===== src/rtl/gpio_mux_pkg.sv =====
package gpio_mux_pkg;
    localparam int PORT_W = 8;
    localparam int IDX_W  = $clog2(PORT_W);
    localparam int SPI_W  = 4;
    localparam int ADDR_W = 8;

    localparam logic [ADDR_W-1:0] ADDR_DATA = 8'h10;
    localparam logic [ADDR_W-1:0] ADDR_PIN  = 8'h11;
    localparam logic [ADDR_W-1:0] ADDR_DIR  = 8'h12;

    typedef enum logic [2:0] {
        OWN_GPIO,
        OWN_C0_TX,
        OWN_C0_RX,
        OWN_C4_TX,
        OWN_C4_RX,
        OWN_SPI
    } owner_e;

    typedef struct packed {
        logic [PORT_W-1:0] data;
        logic [PORT_W-1:0] dir;
    } regs_t;

    typedef struct packed {
        logic [PORT_W-1:0] meta;
        logic [PORT_W-1:0] pin;
    } sync_t;
endpackage


===== src/rtl/gpio_pad_sync.sv =====
module gpio_pad_sync
    import gpio_mux_pkg::*;
(
    input  logic              clk,
    input  logic [PORT_W-1:0] pad_in,
    output logic [PORT_W-1:0] pin_o
);
    sync_t sync_d, sync_q;

    always_comb begin
        sync_d      = sync_q;
        sync_d.meta = pad_in;
        sync_d.pin  = sync_q.meta;
    end

    // Pad levels are sampled free-running; reset does not disturb them.
    always_ff @(posedge clk) begin
        sync_q <= sync_d;
    end

    assign pin_o = sync_q.pin;
endmodule


===== src/rtl/gpio_port_regs.sv =====
module gpio_port_regs
    import gpio_mux_pkg::*;
(
    input  logic              clk,
    input  logic              rst_n,
    input  logic              wr_en,
    input  logic [ADDR_W-1:0] addr,
    input  logic [PORT_W-1:0] wdata,
    input  logic [PORT_W-1:0] pin_sync,
    output logic [PORT_W-1:0] rdata,
    output logic [PORT_W-1:0] data_q,
    output logic [PORT_W-1:0] dir_q
);
    regs_t regs_d, regs_q;

    always_comb begin
        regs_d = regs_q;
        if (wr_en) begin
            case (addr)
                ADDR_DATA: regs_d.data = wdata;
                ADDR_DIR:  regs_d.dir  = wdata;
                default:   ;
            endcase
        end
    end

    always_ff @(posedge clk) begin
        if (!rst_n) regs_q <= '0;
        else        regs_q <= regs_d;
    end

    always_comb begin
        case (addr)
            ADDR_DATA: rdata = (regs_q.dir & regs_q.data) | (~regs_q.dir & pin_sync);
            ADDR_PIN:  rdata = pin_sync;
            ADDR_DIR:  rdata = regs_q.dir;
            default:   rdata = '0;
        endcase
    end

    assign data_q = regs_q.data;
    assign dir_q  = regs_q.dir;
endmodule


===== src/rtl/gpio_pin_owner.sv =====
module gpio_pin_owner
    import gpio_mux_pkg::*;
(
    input  logic              can0_en,
    input  logic              can0_tx,
    input  logic              can4_en,
    input  logic              can4_tx,
    input  logic              spi_en,
    input  logic              spi_master,
    input  logic [SPI_W-1:0]  spi_out,
    input  logic [2:0]        route_sel,
    input  logic [PORT_W-1:0] data_q,
    input  logic [PORT_W-1:0] dir_q,
    input  logic [PORT_W-1:0] pin_sync,
    output logic [PORT_W-1:0] pad_oe,
    output logic [PORT_W-1:0] pad_out,
    output logic              can0_rx,
    output logic              can4_rx,
    output logic [SPI_W-1:0]  spi_in
);
    logic [IDX_W-1:0] c0_tx_pin, c0_rx_pin, c4_tx_pin, c4_rx_pin;
    owner_e           owner_w [PORT_W];

    assign c0_tx_pin = route_sel[0] ? IDX_W'(3) : IDX_W'(1);
    assign c0_rx_pin = route_sel[0] ? IDX_W'(2) : IDX_W'(0);
    assign c4_tx_pin = route_sel[1] ? IDX_W'(5) : IDX_W'(7);
    assign c4_rx_pin = route_sel[1] ? IDX_W'(4) : IDX_W'(6);

    for (genvar i = 0; i < PORT_W; i++) begin : g_pin
        localparam logic [IDX_W-1:0] PI = IDX_W'(i);
        localparam logic [1:0]       PK = PI[1:0];
        owner_e own;
        logic   in_spi_grp;
        logic   spi_drive;
        logic   oe_l, out_l;

        // SPI group is the upper nibble by default, the lower one when routed.
        assign in_spi_grp = spi_en && (PI[IDX_W-1] != route_sel[2]);
        assign spi_drive  = spi_master ? (PK != 2'd0) : (PK == 2'd0);

        always_comb begin
            if (can0_en && c0_tx_pin == PI)      own = OWN_C0_TX;
            else if (can0_en && c0_rx_pin == PI) own = OWN_C0_RX;
            else if (can4_en && c4_tx_pin == PI) own = OWN_C4_TX;
            else if (can4_en && c4_rx_pin == PI) own = OWN_C4_RX;
            else if (in_spi_grp)                 own = OWN_SPI;
            else                                 own = OWN_GPIO;
        end

        always_comb begin
            case (own)
                OWN_C0_TX: begin oe_l = 1'b1;      out_l = can0_tx; end
                OWN_C4_TX: begin oe_l = 1'b1;      out_l = can4_tx; end
                OWN_C0_RX,
                OWN_C4_RX: begin oe_l = 1'b0;      out_l = 1'b0; end
                OWN_SPI:   begin oe_l = spi_drive; out_l = spi_drive & spi_out[PK]; end
                default:   begin oe_l = dir_q[i];  out_l = dir_q[i] & data_q[i]; end
            endcase
        end

        assign pad_oe[i]  = oe_l;
        assign pad_out[i] = out_l;
        assign owner_w[i] = own;
    end

    assign can0_rx = can0_en ? pin_sync[c0_rx_pin] : 1'b1;
    assign can4_rx = can4_en ? pin_sync[c4_rx_pin] : 1'b1;

    for (genvar k = 0; k < SPI_W; k++) begin : g_spi_in
        logic [IDX_W-1:0] sp;
        assign sp        = {~route_sel[2], 2'(k)};
        assign spi_in[k] = (owner_w[sp] == OWN_SPI) ? pin_sync[sp] : 1'b0;
    end
endmodule


===== src/rtl/gpio_mux_port.sv =====
module gpio_mux_port
    import gpio_mux_pkg::*;
(
    input  logic       clk,
    input  logic       rst_n,
    input  logic       wr_en,
    input  logic [7:0] addr,
    input  logic [7:0] wdata,
    output logic [7:0] rdata,
    input  logic [7:0] pad_in,
    output logic [7:0] pad_oe,
    output logic [7:0] pad_out,
    input  logic [2:0] route_sel,
    input  logic       can0_en,
    input  logic       can0_tx,
    output logic       can0_rx,
    input  logic       can4_en,
    input  logic       can4_tx,
    output logic       can4_rx,
    input  logic       spi_en,
    input  logic       spi_master,
    input  logic       spi_sck_o,
    input  logic       spi_mosi_o,
    input  logic       spi_ss_o,
    input  logic       spi_miso_o,
    output logic       spi_sck_i,
    output logic       spi_mosi_i,
    output logic       spi_ss_i,
    output logic       spi_miso_i
);
    logic [PORT_W-1:0] pin_sync;
    logic [PORT_W-1:0] data_q;
    logic [PORT_W-1:0] dir_q;
    logic [SPI_W-1:0]  spi_in;

    gpio_pad_sync u_sync (
        .clk    (clk),
        .pad_in (pad_in),
        .pin_o  (pin_sync)
    );

    gpio_port_regs u_regs (
        .clk      (clk),
        .rst_n    (rst_n),
        .wr_en    (wr_en),
        .addr     (addr),
        .wdata    (wdata),
        .pin_sync (pin_sync),
        .rdata    (rdata),
        .data_q   (data_q),
        .dir_q    (dir_q)
    );

    gpio_pin_owner u_owner (
        .can0_en    (can0_en),
        .can0_tx    (can0_tx),
        .can4_en    (can4_en),
        .can4_tx    (can4_tx),
        .spi_en     (spi_en),
        .spi_master (spi_master),
        .spi_out    ({spi_sck_o, spi_mosi_o, spi_ss_o, spi_miso_o}),
        .route_sel  (route_sel),
        .data_q     (data_q),
        .dir_q      (dir_q),
        .pin_sync   (pin_sync),
        .pad_oe     (pad_oe),
        .pad_out    (pad_out),
        .can0_rx    (can0_rx),
        .can4_rx    (can4_rx),
        .spi_in     (spi_in)
    );

    assign {spi_sck_i, spi_mosi_i, spi_ss_i, spi_miso_i} = spi_in;
endmodule


===== config.mk =====
export PLATFORM = sky130hd
export DESIGN_NAME = gpio_mux_port
export DESIGN_NICKNAME = d
export VERILOG_FILES = /design/src/rtl/gpio_mux_pkg.sv /design/src/rtl/gpio_pad_sync.sv /design/src/rtl/gpio_port_regs.sv /design/src/rtl/gpio_pin_owner.sv /design/src/rtl/gpio_mux_port.sv
export SDC_FILE = /design/constraint.sdc
export NUM_CORES = 1
export LEC_CHECK = 0
export CAP_MARGIN = 20
export CORE_AREA = 5 5 65 78
export CTS_BUF_LIST = sky130_fd_sc_hd__clkbuf_4 sky130_fd_sc_hd__clkbuf_8 sky130_fd_sc_hd__clkbuf_16
export DETAILED_ROUTE_END_ITERATION = 16
export DIE_AREA = 0 0 70 83
export PLACE_DENSITY = 0.73
export SLEW_MARGIN = 40
export SYNTH_ARGS = -nofsm -noshare
export SYNTH_HDL_FRONTEND = slang
export SYNTH_SLANG_ARGS = --single-unit
export TNS_END_PERCENT = 30

===== constraint.sdc =====
create_clock -name clk -period 1.45 [get_ports clk]
set_clock_uncertainty 0.15 [all_clocks]
set_input_delay 0.145 -clock clk [delete_from_list [all_inputs] [get_ports clk]]
set_output_delay 0.145 -clock clk [all_outputs]
set_load 0.01 [all_outputs]

==> results.txt, run 1 <==
----------------------------------------------------
[Status]
  Result of the run ... finished, violations left
  Failing checks ... setup timing

[Layout]
  Combined area of the multi-input logic cells ... 1110 um2
  Net count, final ... 345
  Area of all sequential standard cells ... 652 um2
  Fraction of final layout cells with drive strength greater than 1 ... 0.444
  Fill cell instance count of the final layout ... 354
  Ant. Diodes ... 0
  Area grow syn2layout ... 65.5%
  Final Cell Area ... 2880 um2

[Power and ir drop]
  Power density cells ... 723 nW/um2
  Leakage ... 1.35 nW
  Internal power contribution ... 0.00158 W
  Switching power summed over all nets ... 0.000507 W
  Worst ir drop on vdd ... 718 uV
  Power share of the sequential group ... 0.439
  Share of power burned in the clock network ... 0.350
  Switching fraction of total power ... 0.243
  Share of total power in combinational logic ... 0.211

[Logic synthesis]
  Post-synth EDFFs ... 0
  Cell types with the highest counts after synthesis ... sky130_fd_sc_hd__nand2_1, sky130_fd_sc_hd__dfxtp_1, sky130_fd_sc_hd__a21oi_1, sky130_fd_sc_hd__mux2i_1, sky130_fd_sc_hd__buf_4
  Synth Flop Type ... sky130_fd_sc_hd__dfxtp_1
  Area share of the largest cell type after synthesis ... 0.368
  Sequential fraction of the synthesis area ... 0.368
  Total standard cell area after synthesis ... about 1700 um2
  Register bit total from synthesis ... 32
  Top cells by area in the synthesized netlist ... sky130_fd_sc_hd__dfxtp_1, sky130_fd_sc_hd__mux2i_1, sky130_fd_sc_hd__nand2_1, sky130_fd_sc_hd__buf_4, sky130_fd_sc_hd__a21oi_1
  Mapped Nets ... 247
  Asr flop ratio synth ... 0
  Cell variety after synth ... 26
  Most used standard cell by instance count after synthesis ... sky130_fd_sc_hd__nand2_1
  Mapped Avg Cell Area ... 8.41 um2
  Synthesized instance count ... 207
  Dominant cell type by area after synthesis ... sky130_fd_sc_hd__dfxtp_1
  Yosys warns ... 0

[STA]
  Slew @ Worst Pin ... 417 ps
  Min Tclk post-route ... 1710 ps
  Summed negative setup slack over all endpoints ... -1940 ps
  Slew Viols, Final ... 0
  Count of endpoints failing setup in the final report ... 10
  Final critical-path share of the clock period ... 1.18
  Final-report hold violation count ... 0
  Setup repair after global routing missed its margin ... yes
  Worst setup margin ... -258 ps
  Maximum operating frequency ... 586 MHz
  Relative slew slack ... 0.722

[Floorplan]
  Overall die area ... ~5800 um2
  Io pins ... 70
  Horizontal die dimension ... 70 um
  Die Span Y ... 83 um
  Starting density of the core ... 0.412
  Cell Rows ... 26
  Area of the core region ... 4230 um2

[Worst hold path]
  Hold endpoint ... u_sync.sync_d[1]$_DFF_P_
  Startpoint of the worst hold path ... pad_in[1]
  Cell depth of the worst hold path ... 1
  Worst Hold Class ... input pin to flop

[Worst setup path]
  Register-to-Register Path Depth ... 3
  Setup slack, reg-to-reg ... 600 ps
  Worst path required time ... 1150 ps
  Critical path arrival ... between 1000 and 1500 ps
  Largest delay contributor family on the critical path ... simple AND/OR/NAND/NOR gates
  Kind of end point of the critical path ... primary output
  Critical path class ... flop to primary output
  Reg-to-Reg Start ... u_regs.dir_q[2]$_SDFFE_PN0P_
  Worst-path maximum fanout ... 2
  Critical path cell sequence ... nor2b_1, or3b_4, a21oi_2, buf_2
  Reg2Reg Capture Point ... u_regs.dir_q[2]$_SDFFE_PN0P_
  Worst Setup Start Kind ... flop
  Buf+Inv Stages, Crit Path ... 1
  Maximum single-stage delay on the critical path ... 390 ps
  Critical-path top delay cell ... sky130_fd_sc_hd__or3b_4

[Clocking]
  Clock buffer count from CTS ... 5
  Number of buffers inserted for hold repair after clock tree synthesis ... 0
  Clk_lat worst skew ... around 280 ps
  Clock-pin slew reported for the worst setup and hold paths after clock tree synthesis ... 70 ps
  Clock tree sinks ... 32
  Clk Tree Root Cell ... sky130_fd_sc_hd__clkbuf_8
  H-tree lvl count ... 2
  TritonCTS clock tree ... yes
  Max clock buf depth ... 2

[Global routing]
  GR Overflow Total ... 0
  Total routing usage reported by global routing ... 0.197
  Wire length of the first global-routing pass ... 9260 um
  Pin count of the biggest net entering global routing ... 25
  Via count of the first global-routing pass ... 1937
  Antenna violations before repair ... 0

[Placement]
  Final weighted congestion in routability-driven placement ... 0.857
  Quantity of I/O buffers inserted on ports ... 69
  Cell area after placement ... 2650 um2
  HPWL after detailed placement ... 3960 um

[Detailed routing]
  Detail-routed via count per cell ... a little over 5
  Via Count ... ~1800
  Final routed wirelength across all metal layers ... 5650 um
  Length of the first detailed-routing pass in iterations ... 4
  Average wire length per cell after detail routing ... 15.6 um
  DRC errors left ... 0
  Remaining antenna violation count after routing ... 0
  Iter 0 DRT Violations ... 52

[Job]
  Number of violations of the max-capacitance limit ... 0

----------------------------------------------------
timing repair:
action                                  4_1_cts  5_1_grt
pin swaps                                    16       17
cloned                                        1        0
setup buffers                                 9        0
resized for setup                           183       30
endpoints found under the setup margin       46       44
per-layer routing:
metal	vias up	track usage	share of wire
met5	-	0	0
met4	0	0.0906	0.019
met3	7	0.0278	0.048
met2	57	0.351	0.52
met1	872	0.228	0.41
li1	907	-	-
per-stage QoR:
step / power, W / util / worst slack [ps] / hold slack [ps] / instances
global route: 0.00216 / 0.682 / -303 / 147 / 362
CTS: 0.00208 / 0.672 / -277 / 149 / 363
finish: 0.00208 / 0.682 / -258 / 154 / 362
floorplan: 0.00110 / - / 74.9 / 22.7 / 207
detailed placement: 0.00134 / 0.625 / -954 / 162 / 345
global placement: 0.00134 / 0.625 / -931 / 161 / 345
sequential cells by signal (all words and copies together), names as in the netlist:
register	cells
u_sync.sync_d	8
u_regs.data_q	8
u_sync.pin_o	8
u_regs.dir_q	8
layout make-up:
| cell class | instances | share of cell area |
|---|---|---|
| Multi-Input combinational cell | 149 | 0.385 |
| Inverter | 1 | 0.00130 |
| Sequential cell | 32 | 0.226 |
| Tap cell | 56 | 0.0243 |
| Timing Repair Buffer | 116 | 0.329 |
| Clock buffer | 8 | 0.0339 |
how the worst max path moves through the flow:
| stage | start | endpoint | slack [ps] | depth (start not counted) |
|---|---|---|---|---|
| final | u_regs.dir_q[3]$_SDFFE_PN0P_ | rdata[3] | -260 | 4 |
| after detailed placement | addr[0] | rdata[6] | -950 | 5 |
| after global placement | addr[0] | rdata[1] | -930 | 5 |
| after CTS | u_regs.dir_q[7]$_SDFFE_PN0P_ | rdata[7] | -280 | 4 |
| after floorplan | u_regs.dir_q[5]$_SDFFE_PN0P_ | rdata[5] | 70 | 3 |
| after global routing | u_regs.dir_q[7]$_SDFFE_PN0P_ | rdata[7] | -300 | 4 |
worst register-to-register path: cells and delay by family (launching register included):
family / cells / cell delay, ps
multiplexers: 1 / 120
flip-flops: 1 / 330
buffers and inverters: 1 / 130
AND/OR/NAND/NOR: 1 / 50
logic make-up (layout without fill, tap and decap cells):
group	after synthesis	in the layout	synth area share
mux	18	18	0.103
simple gates	94	94	0.319
buf+inv	26	125	0.0912
flops	32	32	0.368
compound gates	37	37	0.119
power groups by stage:
stage                     Sequential, W  Clock, W  Combinational, W
after floorplan                0.000929         0          0.000166
after global placement         0.000932         0          0.000406
after detailed placement       0.000932         0          0.000411
after CTS                      0.000913  0.000742          0.000425
after global routing           0.000917  0.000776          0.000471
final                          0.000915  0.000729          0.000440
cell usage in the layout (no fill, tap or decap), types with 9 or more instances in the layout:
| cell type | Yosys | final |
|---|---|---|
| sky130_fd_sc_hd__a21oi_2 | 0 | 11 |
| sky130_fd_sc_hd__buf_2 | 1 | 26 |
| sky130_fd_sc_hd__buf_4 | 16 | 34 |
| sky130_fd_sc_hd__buf_6 | 0 | 12 |
| sky130_fd_sc_hd__clkdlybuf4s50_1 | 0 | 25 |
| sky130_fd_sc_hd__dfxtp_1 | 32 | 23 |
| sky130_fd_sc_hd__dfxtp_2 | 0 | 9 |
| sky130_fd_sc_hd__dlygate4sd2_1 | 0 | 10 |
| sky130_fd_sc_hd__mux2i_1 | 18 | 18 |
| sky130_fd_sc_hd__nand2_1 | 35 | 31 |
| sky130_fd_sc_hd__nand3_1 | 13 | 11 |
| sky130_fd_sc_hd__nor2b_1 | 11 | 9 |
Power figures use the tool's default switching activity.
==> inputs of run 2 (changes only) <==
Settings changed: CAP_MARGIN 20 to not set.
==> results of run 2 <==
No change in the layout: final DEF, timing and power equal those of run 1.
==> inputs of run 3 (changes only) <==
Settings changed: GPL_TIMING_DRIVEN set to 1.
==> results of run 3 <==
No change in the layout: final DEF, timing and power equal those of run 1.
